`src/rtl/rstpin_pkg.sv`:
```
// Shared definitions for the reset pin sequencer.
// Assumes the FSM encoding is one-hot; bit positions are fixed here.
package rstpin_pkg;

    localparam int ST_W = 3;

    typedef enum logic [ST_W-1:0] {
        ST_IDLE  = 3'b001,
        ST_DRIVE = 3'b010,
        ST_WAIT  = 3'b100
    } seq_state_e;

endpackage

```
`src/rtl/rstpin_sync.sv`:
```
// Multi-flop synchronizer for the pin read-back.
// Assumes d is asynchronous to clk; q follows d after STAGES edges.
// The reset value is the idle (released) level of the pin.
module rstpin_sync #(
    parameter int   STAGES    = 2,
    parameter logic RESET_VAL = 1'b1
) (
    input  logic clk,
    input  logic rst_n,
    input  logic d,
    output logic q
);

    logic [STAGES-1:0] chain_q;

    generate
        if (STAGES == 1) begin : g_single
            // Purpose: single capture flop
            always_ff @(posedge clk) begin
                if (!rst_n) chain_q <= RESET_VAL;
                else        chain_q <= d;
            end
        end else begin : g_chain
            // Purpose: shift the pin level through the flop chain
            always_ff @(posedge clk) begin
                if (!rst_n) chain_q <= {STAGES{RESET_VAL}};
                else        chain_q <= {chain_q[STAGES-2:0], d};
            end
        end
    endgenerate

    assign q = chain_q[STAGES-1];

endmodule

```
`src/rtl/rstpin_filter.sv`:
```
// Width filter for the synchronized pin level.
// The stored level changes only after the input has differed from it
// on MIN_LOW consecutive edges. With bypass set, the raw synchronized
// level is used instead. Also flags a falling edge of the used level.
// Assumes raw is already synchronous to clk.
module rstpin_filter #(
    parameter int MIN_LOW = 4
) (
    input  logic clk,
    input  logic rst_n,
    input  logic raw,
    input  logic bypass,
    output logic level,
    output logic fall
);

    localparam int              CW   = $clog2(MIN_LOW + 1);
    localparam logic [CW-1:0]   LAST = CW'(MIN_LOW - 1);

    logic          lvl_q;
    logic [CW-1:0] run_q;
    logic          prev_q;

    // Purpose: saturating run counter that moves the stored level
    always_ff @(posedge clk) begin
        if (!rst_n) begin
            lvl_q <= 1'b1;
            run_q <= '0;
        end else if (raw == lvl_q) begin
            run_q <= '0;
        end else if (run_q == LAST) begin
            lvl_q <= raw;
            run_q <= '0;
        end else begin
            run_q <= run_q + 1'b1;
        end
    end

    // Purpose: pick the filtered or the bypassed level
    always_comb begin
        level = bypass ? raw : lvl_q;
    end

    // Purpose: remember the last used level for edge detection
    always_ff @(posedge clk) begin
        if (!rst_n) prev_q <= 1'b1;
        else        prev_q <= level;
    end

    assign fall = prev_q & ~level;

endmodule

```
`src/rtl/rstpin_fsm.sv`:
```
// Sequencing FSM: IDLE -> DRIVE for DRIVE_CYCLES cycles -> WAIT until
// the pin reads high -> IDLE. Sets a sticky flag on completion.
// Assumes start is ignored outside IDLE and that level is the filtered
// pin value. All outputs are decoded from registered state.
module rstpin_fsm
    import rstpin_pkg::*;
#(
    parameter int DRIVE_CYCLES = 1024
) (
    input  logic clk,
    input  logic rst_n,
    input  logic start,
    input  logic level,
    input  logic clr,
    output logic drive_en,
    output logic hw_rst,
    output logic flag
);

    localparam int              CNT_W = (DRIVE_CYCLES > 1) ? $clog2(DRIVE_CYCLES) : 1;
    localparam logic [CNT_W-1:0] CNT_LAST = CNT_W'(DRIVE_CYCLES - 1);

    seq_state_e       state_q, state_d;
    logic [CNT_W-1:0] cnt_q;
    logic             done;

    // Purpose: next-state decision
    always_comb begin
        state_d = state_q;
        done    = 1'b0;
        unique case (state_q)
            ST_IDLE:  if (start) state_d = ST_DRIVE;
            ST_DRIVE: if (cnt_q == CNT_LAST) state_d = ST_WAIT;
            ST_WAIT: begin
                if (level) begin
                    state_d = ST_IDLE;
                    done    = 1'b1;
                end
            end
            default:  state_d = ST_IDLE;
        endcase
    end

    // Purpose: state register
    always_ff @(posedge clk) begin
        if (!rst_n) state_q <= ST_IDLE;
        else        state_q <= state_d;
    end

    // Purpose: drive-phase cycle counter, cleared outside DRIVE
    always_ff @(posedge clk) begin
        if (!rst_n || state_q != ST_DRIVE) cnt_q <= '0;
        else                               cnt_q <= cnt_q + 1'b1;
    end

    // Purpose: sticky completion flag, set beats clear
    always_ff @(posedge clk) begin
        if (!rst_n)    flag <= 1'b0;
        else if (done) flag <= 1'b1;
        else if (clr)  flag <= 1'b0;
    end

    assign drive_en = state_q[1];
    assign hw_rst   = ~state_q[0];

endmodule

```
`src/rtl/rstpin_seq.sv`:
```
// Top of the shared reset pin sequencer.
// Assumes pin_in is the pad read-back (low while pin_drive_en is 1) and
// asynchronous to clk. Joins synchronizer, filter and FSM.
module rstpin_seq #(
    parameter int DRIVE_CYCLES = 1024,
    parameter int MIN_LOW      = 4,
    parameter int SYNC_STAGES  = 2
) (
    input  logic clk,
    input  logic rst_n,
    input  logic int_req,
    input  logic pin_in,
    input  logic filt_bypass,
    input  logic clr_flag,
    output logic pin_drive_en,
    output logic hw_rst,
    output logic pin_rst_flag
);

    logic pin_sync;
    logic pin_level;
    logic pin_fall;
    logic start_req;

    rstpin_sync #(
        .STAGES    (SYNC_STAGES),
        .RESET_VAL (1'b1)
    ) u_sync (
        .clk   (clk),
        .rst_n (rst_n),
        .d     (pin_in),
        .q     (pin_sync)
    );

    rstpin_filter #(
        .MIN_LOW (MIN_LOW)
    ) u_filt (
        .clk    (clk),
        .rst_n  (rst_n),
        .raw    (pin_sync),
        .bypass (filt_bypass),
        .level  (pin_level),
        .fall   (pin_fall)
    );

    // Purpose: either source may start a sequence
    always_comb begin
        start_req = int_req | pin_fall;
    end

    rstpin_fsm #(
        .DRIVE_CYCLES (DRIVE_CYCLES)
    ) u_fsm (
        .clk      (clk),
        .rst_n    (rst_n),
        .start    (start_req),
        .level    (pin_level),
        .clr      (clr_flag),
        .drive_en (pin_drive_en),
        .hw_rst   (hw_rst),
        .flag     (pin_rst_flag)
    );

endmodule

```
`config.mk`:
```
export PLATFORM = sky130hd
export DESIGN_NAME = rstpin_seq
export DESIGN_NICKNAME = d
export VERILOG_FILES = /design/src/rtl/rstpin_pkg.sv /design/src/rtl/rstpin_sync.sv /design/src/rtl/rstpin_filter.sv /design/src/rtl/rstpin_fsm.sv /design/src/rtl/rstpin_seq.sv
export SDC_FILE = /design/constraint.sdc
export NUM_CORES = 1
export LEC_CHECK = 0
export BUFFER_PORTS_ARGS = -buffer_cell sky130_fd_sc_hd__buf_2
export CAP_MARGIN = 25
export CORE_MARGIN = 2
export CORE_UTILIZATION = 35
export DETAILED_ROUTE_END_ITERATION = 16
export GPL_TIMING_DRIVEN = 0
export MAX_ROUTING_LAYER = met4
export PLACE_DENSITY_LB_ADDON = 0.25
export SYNTH_ARGS = -nofsm -noshare
export SYNTH_HDL_FRONTEND = slang
export SYNTH_SLANG_ARGS = --single-unit
```
`constraint.sdc`:
```
create_clock -name clk -period 2.5 [get_ports clk]
set_clock_uncertainty 0.2 [all_clocks]
set_input_delay 0.375 -clock clk [delete_from_list [all_inputs] [get_ports clk]]
set_output_delay 0.375 -clock clk [all_outputs]
set_load 0.01 [all_outputs]
```
==> results by group <==
Outcome
  – Outcome: finished, final reports clean

Route
  – Final wirelength: 1370 µm
  – Starting DRT DRC Count: 3
  – Post-route ant nets: 0
  – DRC: 0
  – Vias: 669
  – WL per Instance: between 10 and 15 µm
  – Drt via density: slightly below 5
  – Initial DRT Pass Iterations: 2

Power and ir drop
  – Pwr/cell area: between 600 and 700 mW/mm²
  – Leakage: 0.353 nW
  – Worst vdd ir: about 350 µV

Timing
  – Max transition margin: 0.657
  – Final Hold Viols: 0
  – Slew @ Worst Pin: between 0.5 and 0.6 ns
  – Tcrit/Tclk final: 0.680
  – F_max: 0.588 GHz
  – RSZ-0062 raised after global routing: false
  – Setup_tns: 0 ns
  – Final Worst Setup Slack: about 0.80 ns
  – Endpoints failing setup: 0
  – Tmin final: roughly 1.7 ns
  – Max Slew Vio Count: 0

Worst setup path
  – Worst R2R Setup Slack: approximately 0.80 ns
  – Crit Path Class: reg -> reg
  – Startpoint class of the critical path: register
  – Worst EP required: approximately 2.5 ns
  – CP max FO: 7
  – Reg-to-Reg Start: u_fsm.cnt_q[0]$_SDFF_PP0_
  – Crit end category: register
  – R2R depth: 4
  – Capturing point of the worst reg2reg path: u_fsm.cnt_q[8]$_SDFF_PP0_
  – WP data arrival: 1.73 ns

Worst hold path
  – Hold Path Class: in -> reg
  – Hold Path Cell Cnt: 2
  – Hold Startpoint: pin_in
  – Hold Path Sink: u_sync.chain_q[0]$_SDFF_PN1_

CTS
  – Clk Latency, worst-skew pair: 0.29 ns
  – Post-CTS Hold Fix Bufs: 0
  – PostCTS Resize Cnt: 0
  – Clock transition at the registers of the reported paths: about 0.11 ns
  – Clock buffer depth: 2
  – CTS tree: yes
  – Post-CTS setup buffer count: 0
  – Num Clock Sinks: 21
  – CTS root buffer: clkbuf_4
  – CTS Buf Count: 3
  – H-Tree Depth: 1

Layout
  – Reg area: ~420 µm²
  – Fill count: ~260
  – N_diodes: 0
  – Nets: ~120
  – Area of the multi-input gates: around 430 µm²
  – Final Cell Area: 995 µm²
  – Fin util: 0.405
  – Share of layout cells above drive strength 1: 0.160
  – Area grow syn2layout: 11.7%
  – Non-filler cells in the finished layout: between 100 and 150

Placed design
  – Final GP Congestion: 0.675
  – DP Worst Slack: 0.710 ns
  – Placed inst area: ~970 µm²
  – I/O Buffers: 8
  – Hpwl dp: 1020 µm
  – Placed cells: 132

Floorplanning
  – Die width: 54.5 µm
  – Rows: 18
  – Initial Util: 0.363
  – Die Span Y: 54.5 µm
  – # IOs: 9
  – Core area: ~0.0025 mm²
  – DIE AREA: between 0.002 and 0.003 mm²

Synth
  – Post-Synthesis Cell Area: between 800 and 900 µm²
  – Register area share after synthesis: 0.472
  – Seq cells post-synth: 21
  – Yosys warnings: 0
  – Mapped Nets: just over 100
  – Synth Area per Inst: between 9 and 10 µm²
  – Synthesized instance count: 94
  – Yosys cell types: 35

GRT
  – Initial antenna violation count: 0
  – Largest net degree at the start of global routing: 12
  – GR Overflow Total: 0
  – Gr usage total: 0.110
  – Global-route wire length before repair: roughly 2300 µm
  – Vias in the first global route: about 560

Job
  – Max-Cap Viols: 0
cells in the final DEF, fill, tap and decap left out, drive strengths merged, types with 2 or more instances in the layout:
| master | synthesis | layout |
|---|---|---|
| dfxtp | 21 | 21 |
| buf | 3 | 11 |
| nor2 | 9 | 9 |
| inv | 6 | 6 |
| nand2 | 6 | 6 |
| o21ai | 5 | 5 |
| a21oi | 4 | 4 |
| clkbuf | 0 | 4 |
| or3 | 3 | 3 |
| xnor2 | 3 | 3 |
| ha | 3 | 3 |
| nand4 | 3 | 3 |
| nand3 | 3 | 3 |
| o31ai | 2 | 2 |
| xor2 | 2 | 2 |
| mux2i | 2 | 2 |
| nand2b | 2 | 2 |
| and2 | 2 | 2 |
flip-flops by register name, summed over array words and instances (netlist names):
signal and cells:
u_filt.lvl_q 1, u_filt.prev_q 1, u_filt.run_q 3, u_fsm.cnt_q 10, u_fsm.flag 1, u_fsm.state_q 3
u_sync.chain_q 2
synth_stat cells:
master    count  share of area
dfxtp_1      21           0.47
nor2_1        9          0.038
inv_1         6          0.025
nand2_1       6          0.025
o21ai_0       5          0.028
a21oi_1       4          0.022
ha_1          3          0.042
or3_1         3          0.021
xnor2_1       3          0.029
and2_1        2          0.014
buf_2         2          0.011
mux2i_1       2          0.022
nand2b_1      2          0.014
nand3_1       2          0.011
nand4_1       2          0.014
o31ai_1       2          0.017
xor2_1        2          0.020
a21o_1        1         0.0084
a22o_1        1         0.0098
buf_6         1          0.013
nand3_2       1          0.011
nand3b_1      1         0.0084
nand4_2       1          0.014
nor2b_1       1         0.0070
nor3b_1       1         0.0084
nor4_1        1         0.0070
nor4bb_1      1          0.011
o211ai_1      1         0.0084
o21a_1        1         0.0084
o311a_1       1          0.011
o311ai_0      1         0.0098
o41ai_1       1         0.0098
or2_2         1         0.0070
or4_1         1         0.0084
or4b_1        1          0.011
cells by family after synthesis:
logic type      share of synthesized area
compound gates                      0.133
xor+xnor                           0.0492
fa+ha+maj                          0.0421
buf+inv                            0.0492
flops                               0.472
mux                                0.0225
simple gates                        0.232
worst max path at each step:
stage,start,end,slack (ns),depth (start not counted)
3_3_place_gp,rst_n,u_fsm.cnt_q[9]$_SDFF_PP0_,0.75,5
4_1_cts,u_fsm.cnt_q[0]$_SDFF_PP0_,u_fsm.cnt_q[8]$_SDFF_PP0_,0.79,4
6_report,u_fsm.cnt_q[0]$_SDFF_PP0_,u_fsm.cnt_q[8]$_SDFF_PP0_,0.80,4
3_5_place_dp,rst_n,u_fsm.cnt_q[9]$_SDFF_PP0_,0.71,5
2_1_floorplan,u_fsm.state_q[1]$_SDFFE_PN0P_,u_fsm.state_q[1]$_SDFFE_PN0P_,0.85,4
5_1_grt,u_fsm.cnt_q[0]$_SDFF_PP0_,u_fsm.cnt_q[8]$_SDFF_PP0_,0.67,4
report_power, final:
| part | switching [mW] | internal, mW | total [mW] |
|---|---|---|---|
| Clock | 0.0977 | 0.0621 | 0.160 |
| Sequential | 0.00868 | 0.353 | 0.362 |
| Combinational | 0.0784 | 0.0724 | 0.151 |
| Total | 0.185 | 0.488 | 0.672 |
final cells by class:
cell class / instances / area share
multi-input cells: 64 / 0.429
well taps: 30 / 0.0377
flip-flops and latches: 21 / 0.423
clock buffers: 4 / 0.0264
inverters: 6 / 0.0226
repair buffers: 8 / 0.0403
plain buffers: 3 / 0.0214
worst max-delay path: stages, from the launching register on:
cell and delay, ns:
dfxtp_1 0.39, ha_1 0.21, nand3_2 0.17, or4_1 0.53
a21oi_1 0.14
layer usage:
metal	global-route usage	wire length (µm)	vias to the layer above
met5	-	0	-
met4	0.0625	12	0
met3	0.0246	46	2
met2	0.163	621	4
met1	0.138	688	309
li1	-	-	354
metrics by stage:
| stage | hold WS (ns) | total power [mW] |
|---|---|---|
| 2_1_floorplan | 0.186 | 0.487 |
| 3_3_place_gp | 0.194 | 0.520 |
| 3_5_place_dp | 0.195 | 0.522 |
| 4_1_cts | 0.0463 | 0.680 |
| 5_1_grt | 0.0578 | 0.718 |
| 6_report | 0.0484 | 0.672 |
No activity file was read; power rests on OpenSTA's default activity.
